File: config.mk
export PLATFORM = sky130hd
export DESIGN_NAME = status_srq_ctrl
export DESIGN_NICKNAME = d
export VERILOG_FILES = /design/src/rtl/stb_pkg.sv /design/src/rtl/stb_rise_det.sv /design/src/rtl/stb_mask_reg.sv /design/src/rtl/stb_status_reg.sv /design/src/rtl/stb_readout.sv /design/src/rtl/status_srq_ctrl.sv
export SDC_FILE = /design/constraint.sdc
export NUM_CORES = 1
export LEC_CHECK = 0
export BUFFER_PORTS_ARGS = -buffer_cell sky130_fd_sc_hd__buf_4
export CAP_MARGIN = 15
export CORE_MARGIN = 3
export CORE_UTILIZATION = 45
export DETAILED_ROUTE_END_ITERATION = 6
export PLACE_DENSITY_LB_ADDON = 0.1
export SLEW_MARGIN = 20
export SYNTH_ARGS = -nofsm -noshare
export SYNTH_HDL_FRONTEND = slang
export SYNTH_SLANG_ARGS = --single-unit
File: constraint.sdc
create_clock -name clk -period 1.2 [get_ports clk]
set_input_delay 0.12 -clock clk [delete_from_list [all_inputs] [get_ports clk]]
set_output_delay 0.12 -clock clk [all_outputs]
set_load 0.005 [all_outputs]
File: src/rtl/stb_pkg.sv
package stb_pkg;
  localparam int SB_W        = 8;
  localparam int B_SELFTEST  = 7;
  localparam int B_REQ       = 6;
  localparam int B_SYNTAX    = 5;
  localparam int B_MSG       = 4;
  localparam int B_SETTLED   = 2;
  localparam int B_PARAM     = 0;
  // Bits that may be set by events and may raise a request (bit 6 excluded).
  localparam logic [SB_W-1:0] EVENT_BITS =
    (SB_W'(1) << B_SELFTEST) | (SB_W'(1) << B_SYNTAX) | (SB_W'(1) << B_MSG) |
    (SB_W'(1) << B_SETTLED)  | (SB_W'(1) << B_PARAM);
endpackage

File: src/rtl/stb_rise_det.sv
module stb_rise_det #(
  parameter int W = 1
) (
  input  logic         clk,
  input  logic         rst,
  input  logic [W-1:0] level_i,
  output logic [W-1:0] rise_o
);
  logic [W-1:0] prev_q;

  always_ff @(posedge clk) begin
    if (rst) prev_q <= '0;
    else     prev_q <= level_i;
  end

  // During reset the previous level is forced to 0, so a level that is
  // already high when reset ends counts as a rise.
  assign rise_o = rst ? '0 : (level_i & ~prev_q);
endmodule

File: src/rtl/stb_mask_reg.sv
module stb_mask_reg #(
  parameter int W = 8
) (
  input  logic         clk,
  input  logic         rst,
  input  logic         clr_i,
  input  logic         wr_i,
  input  logic [W-1:0] data_i,
  output logic [W-1:0] mask_o
);
  always_ff @(posedge clk) begin
    if (rst || clr_i) mask_o <= '0;
    else if (wr_i)    mask_o <= data_i;
  end
endmodule

File: src/rtl/stb_status_reg.sv
module stb_status_reg
  import stb_pkg::*;
(
  input  logic            clk,
  input  logic            rst,
  input  logic [SB_W-1:0] set_i,
  input  logic [SB_W-1:0] mask_i,
  input  logic            clr_i,
  input  logic            query_i,
  input  logic            poll_i,
  output logic [SB_W-1:0] sb_o
);
  logic [SB_W-1:0] sb_q;
  logic [SB_W-1:0] base;
  logic [SB_W-1:0] rise_vec;
  logic [SB_W-1:0] sb_d;
  logic            wipe;

  // A query clears the byte only when it reports a pending request.
  assign wipe     = clr_i | (query_i & sb_q[B_REQ]);
  // Only a 0-to-1 change of an enabled event bit raises a request.
  assign rise_vec = set_i & ~sb_q & mask_i & EVENT_BITS;

  always_comb begin
    base = wipe ? '0 : sb_q;
    if (poll_i) base[B_REQ] = 1'b0;
    sb_d = (base | (set_i & EVENT_BITS)) & (EVENT_BITS | (SB_W'(1) << B_REQ));
    sb_d[B_REQ] = base[B_REQ] | (|rise_vec);
  end

  always_ff @(posedge clk) begin
    if (rst) sb_q <= '0;
    else     sb_q <= sb_d;
  end

  assign sb_o = sb_q;
endmodule

File: src/rtl/stb_readout.sv
module stb_readout #(
  parameter int W = 8
) (
  input  logic         clk,
  input  logic         rst,
  input  logic         query_i,
  input  logic         poll_i,
  input  logic [W-1:0] sb_i,
  output logic [W-1:0] query_data_o,
  output logic [W-1:0] poll_data_o
);
  always_ff @(posedge clk) begin
    if (rst) begin
      query_data_o <= '0;
      poll_data_o  <= '0;
    end else begin
      if (query_i) query_data_o <= sb_i;
      if (poll_i)  poll_data_o  <= sb_i;
    end
  end
endmodule

File: src/rtl/status_srq_ctrl.sv
module status_srq_ctrl
  import stb_pkg::*;
(
  input  logic            clk,
  input  logic            rst,
  input  logic            ev_selftest_i,
  input  logic            ev_syntax_i,
  input  logic            ev_msg_i,
  input  logic            ev_param_i,
  input  logic            settled_i,
  input  logic            mask_wr_i,
  input  logic [SB_W-1:0] mask_data_i,
  input  logic            query_i,
  input  logic            poll_i,
  input  logic            clr_status_i,
  input  logic            dev_clr_i,
  input  logic            univ_clr_i,
  output logic [SB_W-1:0] query_data_o,
  output logic [SB_W-1:0] poll_data_o,
  output logic            srq_o
);
  logic            settled_rise;
  logic [SB_W-1:0] set_vec;
  logic [SB_W-1:0] mask_q;
  logic [SB_W-1:0] sb_q;

  stb_rise_det #(.W(1)) u_settled (
    .clk(clk), .rst(rst), .level_i(settled_i), .rise_o(settled_rise)
  );

  always_comb begin
    set_vec             = '0;
    set_vec[B_SELFTEST] = ev_selftest_i;
    set_vec[B_SYNTAX]   = ev_syntax_i;
    set_vec[B_MSG]      = ev_msg_i;
    set_vec[B_SETTLED]  = settled_rise;
    set_vec[B_PARAM]    = ev_param_i;
  end

  stb_mask_reg #(.W(SB_W)) u_mask (
    .clk(clk), .rst(rst), .clr_i(dev_clr_i | univ_clr_i),
    .wr_i(mask_wr_i), .data_i(mask_data_i), .mask_o(mask_q)
  );

  stb_status_reg u_status (
    .clk(clk), .rst(rst), .set_i(set_vec), .mask_i(mask_q),
    .clr_i(clr_status_i | dev_clr_i), .query_i(query_i), .poll_i(poll_i),
    .sb_o(sb_q)
  );

  stb_readout #(.W(SB_W)) u_read (
    .clk(clk), .rst(rst), .query_i(query_i), .poll_i(poll_i), .sb_i(sb_q),
    .query_data_o(query_data_o), .poll_data_o(poll_data_o)
  );

  assign srq_o = sb_q[B_REQ];
endmodule

==> impl_metrics.csv, run 1 <==
group,metric,value,unit
outcome,status,"completed",
floorplan,die_w,51.3,um
run,drv_cap,0,
floorplan,die_area,0.00263,mm^2
route,drc,0,
route,vias_per_cell,4.77,
route,drt-wirelength-per-cell,12.1,um
clocking,path_clk_slew,0.13,ns
clocking,post_cts_resized,0,
sta,fmax,0.912,GHz
sta,tns,0,ns
logic_synthesis,yosysSeqAreaShare,0.520,
sta,period_share,0.913,
logic_synthesis,syn_avg_cell_area,10.1,um^2
clocking,htree_levels,1,
setup_path,crit_path_end_kind,"register",
logic_synthesis,synthMuxAreaShare,0.184,
clocking,clockRootBuffer,"clkbuf_4",
floorplan,core,0.00184,mm^2
logic_synthesis,synth-compound-area-share,0.0880,
logic_synthesis,syn_inst,92,
power_and_ir_drop,power,1.42,mW
clocking,postCtsSetupBuffers,0,
clocking,cts_hold_buf,0,
route,wl,1.76,mm
grt,grt.total_usage,0.147,
final_layout,diodes,0,
logic_synthesis,synth_top_family_by_area,"multiplexers",
placement,dp_cells,141,
grt,grt_pass1_vias,677,
placement,place_ws,0.136,ns
grt,grt_pass1_wl,2.88,mm
sta,finalHoldViolations,0,
final_layout,final_common_cell,"buf_4",
route,drtPass1Iterations,4,
final_layout,instances_no_fill,145,
grt,antenna_found_initial,0,
route,antenna_left,0,
sta,setup_slack,0.104,ns
setup_path,required,1.43,ns
logic_synthesis,synth_cell_types,18,
sta,setup_viol,0,
floorplan,num_rows,15,
final_layout,drive_gt1_frac,0.300,
sta,drv_slew,0,
final_layout,final_cell_area,0.00117,mm^2
sta,rsz0062_at_grt,"false",
final_layout,final_nets,142,
clocking,cts_made_buffers,3,
logic_synthesis,synth-xor-area-share,0,
sta,finalCriticalPeriod,1.10,ns
logic_synthesis,synthSimpleGateAreaFrac,0.141,
setup_path,reg2reg_from,"u_status.sb_o[6]",
power_and_ir_drop,power_density,1220,mW/mm^2
logic_synthesis,ys_seq_elements,24,
setup_path,cp.arrival,1.33,ns
setup_path,timing.critical_path.from,"u_status.sb_o[6]",
setup_path,path_class,"reg -> reg",
floorplan,io_pins,38,
hold_path,worstHoldStart,"ev_syntax_i",
hold_path,min_path_type,"in -> reg",
logic_synthesis,yosys_warnings,0,
setup_path,start_kind,"register",
floorplan,die_h,51.3,um
floorplan,start_util,0.503,
clocking,clock-sinks,24,
placement,port_buffers,30,
route,vias,691,
grt,grt_start_max_net_pins,22,
placement,place_area,0.00113,mm^2
final_layout,syn2layout_area_growth,26.5,%
final_layout,finalCoreUtilization,0.636,
sta,holdWs,0.0270,ns
logic_synthesis,synth-adder-area-share,0,
grt,overflow,0,
clocking,cts_tree,"done",
route,drtIter0Drc,5,
clocking,clkLatencyLatePin,0.30,ns
final_layout,final_cell_mix,"buf_4 (30), dfxtp_1 (24), nor2_1 (22), mux2i_1 (17), a21oi_1 (5)",
power_and_ir_drop,peakVddDrop,777,uV
placement,dpl.hpwl,1.40,mm
power_and_ir_drop,p_leak,0.541,nW
clocking,clk_path_buf_depth,2,
logic_synthesis,syn-cell-area,925,um^2
setup_path,cp_max_fo,6,
sta,skew,0.00668,ns
placement,gp_congestion,0.734,
[kinds of logic after synthesis]
logic type | count (synthesis)
simple gates | 31
mux | 17
flops | 24
buf+inv | 9
other cells | 1
compound gates | 10
[state kept, by name, summed over array words and instances (netlist names)]
name                 flops
u_status.sb_o            6
u_settled.prev_q         1
u_read.query_data_o      6
u_mask.mask_o            5
u_read.poll_data_o       6
[path summary, 6_finish.rpt]
check	slack (ns)	end	cells past startpoint
setup / recovery	0.10	u_status.sb_o[6]	3
setup reg to reg	0.10	u_status.sb_o[6]	3
hold reg to reg	0.51	u_read.poll_data_o[5]	2
hold / removal	0.03	u_status.sb_o[5]	3
[cell type report]
| cell class | instances | area [um^2] |
|---|---|---|
| multi-input cells | 62 | 397 |
| fillers | 179 | 669 |
| clock buffers | 4 | 36.3 |
| flip-flops and latches | 24 | 480 |
| well taps | 25 | 31.3 |
| repair buffers | 30 | 225 |
[synth_stat cells]
master	n	area [um^2]
buf_2	2	10.0
clkbuf_1	1	3.75
buf_4	4	30.0
mux2i_1	17	170
conb_1	1	3.75
buf_1	1	3.75
nor2b_1	3	18.8
buf_6	1	11.3
a21oi_1	5	25.0
nor2_1	22	82.6
nand2_1	4	15.0
a31oi_1	1	6.26
dfxtp_1	24	480
nor3b_1	1	7.51
a22oi_2	1	12.5
a211oi_4	1	20.0
o22a_1	2	17.5
or3_1	1	6.26
[critical path, stage by stage, from the launching register on]
cell and delay, ns:
dfxtp_1 0.39, a211oi_4 0.36, a22oi_2 0.09, a31oi_1 0.19
[layer usage]
metal  GRT usage  up-vias  wire (um)
met1       0.171      314        748
met2       0.247       21        874
met3      0.0350        2        116
li1            -      354          -
met4      0.0786        0         19
met5           0        -          0
[where the power goes]
group	switching, mW	total, mW	internal [mW]
clock	0.226	0.411	0.185
combinational	0.0705	0.162	0.0914
sequential	0.0219	0.850	0.828
total	0.318	1.42	1.10
(Power assumes the default switching activity.)
==> run 2, diff against run 1 <==
Settings changed: ABC_AREA set to 1, CORE_UTILIZATION 45 to 46, SKIP_CTS_REPAIR_TIMING set to 1.
==> impl_metrics.csv, run 2 <==
group,metric,value,unit
sta,holdWs,0.0296,ns
placement,gp_congestion,0.710,
hold_path,min_delay_path_depth,2,
power_and_ir_drop,power_frac_clock,0.278,
logic_synthesis,synthFlopType,"dfxtp_1",
power_and_ir_drop,p_leak,0.542,nW
clocking,cts_made_buffers,3,
power_and_ir_drop,p_int,1.13,mW
sta,drv_slew,0,
sta,rsz0062_at_grt,"false",
sta,fmax,1.07,GHz
setup_path,critical-path-top-delay-family,"flip-flops",
placement,port_buffers,30,
setup_path,cp.arrival,0.82,ns
power_and_ir_drop,power_density,1200,mW/mm^2
final_layout,regArea,480,um^2
power_and_ir_drop,peakVddDrop,755,uV
clocking,clkLatencyLatePin,0.30,ns
setup_path,crit_path_end_kind,"output pin",
setup_path,slowest_stage,"dfxtp_1",
placement,place_area,0.00117,mm^2
logic_synthesis,yosys_warnings,0,
setup_path,path_class,"reg -> out",
logic_synthesis,synthTopCellsByCount,"dfxtp_1 (24), nand2_1 (17), a21oi_1 (12), nor2_1 (12), inv_1 (10)",
grt,grt_pass1_wl,3.10,mm
logic_synthesis,synth_cell_types,18,
power_and_ir_drop,power.net_switching,343,uW
route,antenna_left,0,
setup_path,path_depth,1,
logic_synthesis,ys_async_sr_fraction,0,
final_layout,final_cell_mix,"buf_4 (30), dfxtp_1 (24), nand2_1 (17), a21oi_1 (12), nor2_1 (12)",
setup_path,path_buf_inv,1,
grt,antenna_found_initial,0,
route,wl,1.84,mm
sta,finalCriticalPeriod,0.937,ns
route,vias_per_cell,4.71,
final_layout,final_common_cell,"buf_4",
route,drt-wirelength-per-cell,10.9,um
power_and_ir_drop,power,1.47,mW
logic_synthesis,syn_inst,112,
clocking,clockRootBuffer,"clkbuf_4",
setup_path,cp_cell_sequence,"buf_4",
grt,grt_pass1_vias,736,
clocking,cts_tree,"done",
run,drv_cap,0,
power_and_ir_drop,seqPwrFrac,0.582,
outcome,status,"completed",
power_and_ir_drop,p_sw_frac,0.233,
grt,grt.met2_usage,0.265,
setup_path,rr_worst_depth,5,
logic_synthesis,syn_avg_cell_area,8.57,um^2
setup_path,cp_max_fo,4,
floorplan,num_rows,15,
sta,finalHoldViolations,0,
logic_synthesis,synth-edff-count,0,
final_layout,drive_gt1_frac,0.340,
final_layout,finalCoreUtilization,0.667,
logic_synthesis,synth.area.top_cells,"dfxtp_1 (50%), nand2_1 (6.6%), a21oi_1 (6.3%), o21ai_2 (5.5%), buf_4 (4.7%)",
setup_path,start_kind,"register",
final_layout,fillCellCount,172,
floorplan,io_pins,38,
logic_synthesis,yosys.area.top_type,"dfxtp_1",
grt,grtUsageMet3,0.0344,
clocking,clock-sinks,24,
clocking,path_clk_slew,0.12,ns
route,drtIter0Drc,6,
sta,period_share,0.781,
final_layout,multi_input_area,393,um^2
grt,overflow,0,
floorplan,die_w,51.7,um
final_layout,final_cell_area,0.00123,mm^2
final_layout,diodes,0,
final_layout,syn2layout_area_growth,27.9,%
final_layout,final_nets,166,
sta,tns,0,ns
floorplan,die_area,0.00267,mm^2
logic_synthesis,syn-cell-area,960,um^2
route,drtPass1Iterations,4,
setup_path,required,1.08,ns
logic_synthesis,ys_seq_elements,24,
floorplan,start_util,0.522,
grt,grt_start_max_net_pins,18,
grt,grt.total_usage,0.156,
grt,use_met1,0.190,
hold_path,min_path_type,"in -> reg",
sta,setup_viol,0,
floorplan,die_h,51.7,um
floorplan,core,0.00184,mm^2
logic_synthesis,yosys.cell_count.top_type,"dfxtp_1",
route,drc,0,
logic_synthesis,yosysSeqAreaShare,0.501,
power_and_ir_drop,combPwrFrac,0.140,
setup_path,cpPeakStageDelay,0.39,ns
clocking,htree_levels,1,
sta,skew,0.000692,ns
grt,top_usage_layer,"met2",
clocking,clk_path_buf_depth,2,
route,vias,796,
logic_synthesis,netlist.area_leader.share,0.501,
[run 2: cell count changes in the layout (fill, tap and decap cells not counted), moves of 4 or more]
cell     previous run  this run
a21oi_1             5        12
a21oi_2             0         5
inv_1               0        10
mux2i_1            17         0
nand2_1             4        17
nand3_1             0         4
nor2_1             22        12
o21a_1              0         4
o21ai_0             0         5
o21ai_2             0         6
[run 2: final timing paths]
path	from	to	slack, ns
worst max-delay path	u_status.sb_o[6]	srq_o	0.26
worst min-delay path	ev_msg_i	u_status.sb_o[4]	0.03
worst max register to register	u_status.sb_o[6]	u_status.sb_o[6]	0.26
worst min register to register	u_read.query_data_o[6]	u_read.query_data_o[6]	0.47
[run 2: logic make-up (layout without fill, tap and decap cells)]
logic type,Yosys count,count (layout),share of synthesized area
AO/OA/AOI/OAI,33,33,0.228
buffers and inverters,18,47,0.102
flip-flops,24,24,0.501
other,1,4,0.00391
AND/OR/NAND/NOR,36,36,0.166
[run 2: layer usage]
| metal | vias up | wire [um] |
|---|---|---|
| met5 | - | 0 |
| met4 | 0 | 25 |
| met3 | 4 | 103 |
| met2 | 28 | 887 |
| met1 | 346 | 824 |
| li1 | 418 | - |
[run 2: through the flow]
stage | worst slack (ns) | std cells
after floorplan | 0.345 | 115
after global placement | 0.255 | 163
after detailed placement | 0.243 | 163
after CTS | 0.247 | 167
after global routing | 0.147 | 169
final | 0.263 | 169
[run 2: power by group through the flow]
stage | registers [mW] | logic, mW | clock network (mW)
final | 0.855 | 0.206 | 0.408
after detailed placement | 0.873 | 0.202 | 0
after CTS | 0.855 | 0.203 | 0.420
after global routing | 0.861 | 0.232 | 0.470
after global placement | 0.872 | 0.197 | 0
after floorplan | 0.874 | 0.111 | 0
[run 2: final cells by class]
type | count | area share
clock buffer | 4 | 0.0296
tap | 25 | 0.0255
inverter | 11 | 0.0336
timing repair buffer | 32 | 0.200
multi-input combinational | 73 | 0.320
sequential | 24 | 0.391
==> run 3, diff against run 2 <==
Clock period 1.2 ns to 0.95 ns, I/O delays scaled along.
==> impl_metrics.csv, run 3 (synthesized netlist as in run 2, its figures left out) <==
group,metric,value,unit
power_and_ir_drop,power_density,1610,mW/mm^2
setup_path,cp_max_fo,3,
power_and_ir_drop,peakVddDrop,854,uV
placement,dpl.hpwl,1.39,mm
placement,port_buffers,30,
final_layout,regArea,484,um^2
grt,grt_pass1_wl,2.88,mm
clocking,cts_tree,"done",
placement,place_ws,0.0501,ns
sta,period_share,1.01,
outcome,violations,"hold timing, setup timing",
run,drv_cap,0,
sta,rsz0062_at_grt,"true",
placement,place_area,0.00120,mm^2
route,drt-wirelength-per-cell,10.5,um
sta,finalCriticalPeriod,0.964,ns
grt,antenna_found_initial,0,
route,antenna_left,0,
sta,setup_slack,-0.0139,ns
sta,tns,-0.0139,ns
setup_path,start_kind,"register",
floorplan,die_area,0.00267,mm^2
floorplan,num_rows,15,
floorplan,core,0.00184,mm^2
clocking,path_clk_slew,0.14,ns
power_and_ir_drop,p_leak,0.574,nW
floorplan,io_pins,38,
final_layout,syn2layout_area_growth,35.7,%
clocking,clockRootBuffer,"clkbuf_4",
clocking,cts_made_buffers,3,
sta,skew,0.00742,ns
final_layout,final_cell_mix,"buf_4 (29), dfxtp_1 (21), nand2_1 (17), a21oi_1 (12), nor2_1 (12)",
setup_path,required,0.85,ns
route,drc,0,
route,drtPass1Iterations,4,
sta,drv_slew,0,
setup_path,timing.critical_path.from,"u_status.sb_o[6]",
clocking,htree_levels,1,
grt,grt_start_max_net_pins,16,
final_layout,fillCellCount,172,
final_layout,drive_gt1_frac,0.372,
sta,fmax,1.04,GHz
route,vias_per_cell,4.68,
final_layout,final_nets,170,
final_layout,final_common_cell,"buf_4",
placement,dp_cells,165,
final_layout,diodes,0,
setup_path,reg2reg_from,"u_status.sb_o[6]",
sta,holdWs,-0.00656,ns
setup_path,path_class,"reg -> out",
hold_path,min_path_type,"in -> reg",
floorplan,die_w,51.7,um
setup_path,cp.arrival,0.87,ns
power_and_ir_drop,power,2.09,mW
outcome,status,"finished with violations",
grt,grt_pass1_vias,712,
final_layout,multi_input_area,393,um^2
grt,grt.total_usage,0.145,
clocking,clk_path_buf_depth,2,
floorplan,start_util,0.522,
hold_path,worstHoldStart,"ev_selftest_i",
clocking,clock-sinks,24,
route,vias,809,
sta,finalHoldViolations,1,
placement,gp_congestion,0.733,
route,wl,1.82,mm
floorplan,die_h,51.7,um
sta,setup_viol,1,
route,drtIter0Drc,4,
final_layout,instances_no_fill,173,
clocking,clkLatencyLatePin,0.31,ns
final_layout,finalCoreUtilization,0.708,
grt,overflow,0,
setup_path,crit_path_end_kind,"output pin",
final_layout,final_cell_area,0.00130,mm^2
-- run 3: cell count changes in the layout (fill, tap and decap cells not counted), sizes merged --
cell,delta
buf,+2
dlygate4sd3,+2
bufinv,+1
clkbuf,-1
-- run 3: final timing paths --
| path | end | slack [ns] | cells past startpoint |
|---|---|---|---|
| setup / recovery | srq_o | -0.01 | 2 |
| hold / removal | u_status.sb_o[7] | -0.007 | 2 |
| setup reg to reg | u_status.sb_o[6] | 0.05 | 5 |
| hold reg to reg | u_mask.mask_o[0] | 0.47 | 2 |
-- run 3: layout make-up --
type,instances,area share
clock buffer,3,0.0173
timing repair buffer,36,0.231
multi-input combinational,73,0.302
inverter,11,0.0317
tap,25,0.0240
sequential,24,0.372
clock inverter,1,0.0231
-- run 3: power breakdown --
| group | internal [mW] | switching (mW) |
|---|---|---|
| logic | 0.149 | 0.129 |
| registers | 1.06 | 0.0239 |
| clock network | 0.426 | 0.307 |
-- run 3: critical path: stages (launching register included) --
cell     delay, ns
dfxtp_2       0.35
buf_6         0.11
buf_6         0.10
-- run 3: per-layer routing --
layer	track usage	up-vias	share of wire
li1	-	429	-
met4	0.0917	0	0.013
met2	0.252	26	0.49
met1	0.161	352	0.43
met5	0	-	0
met3	0.0287	2	0.061
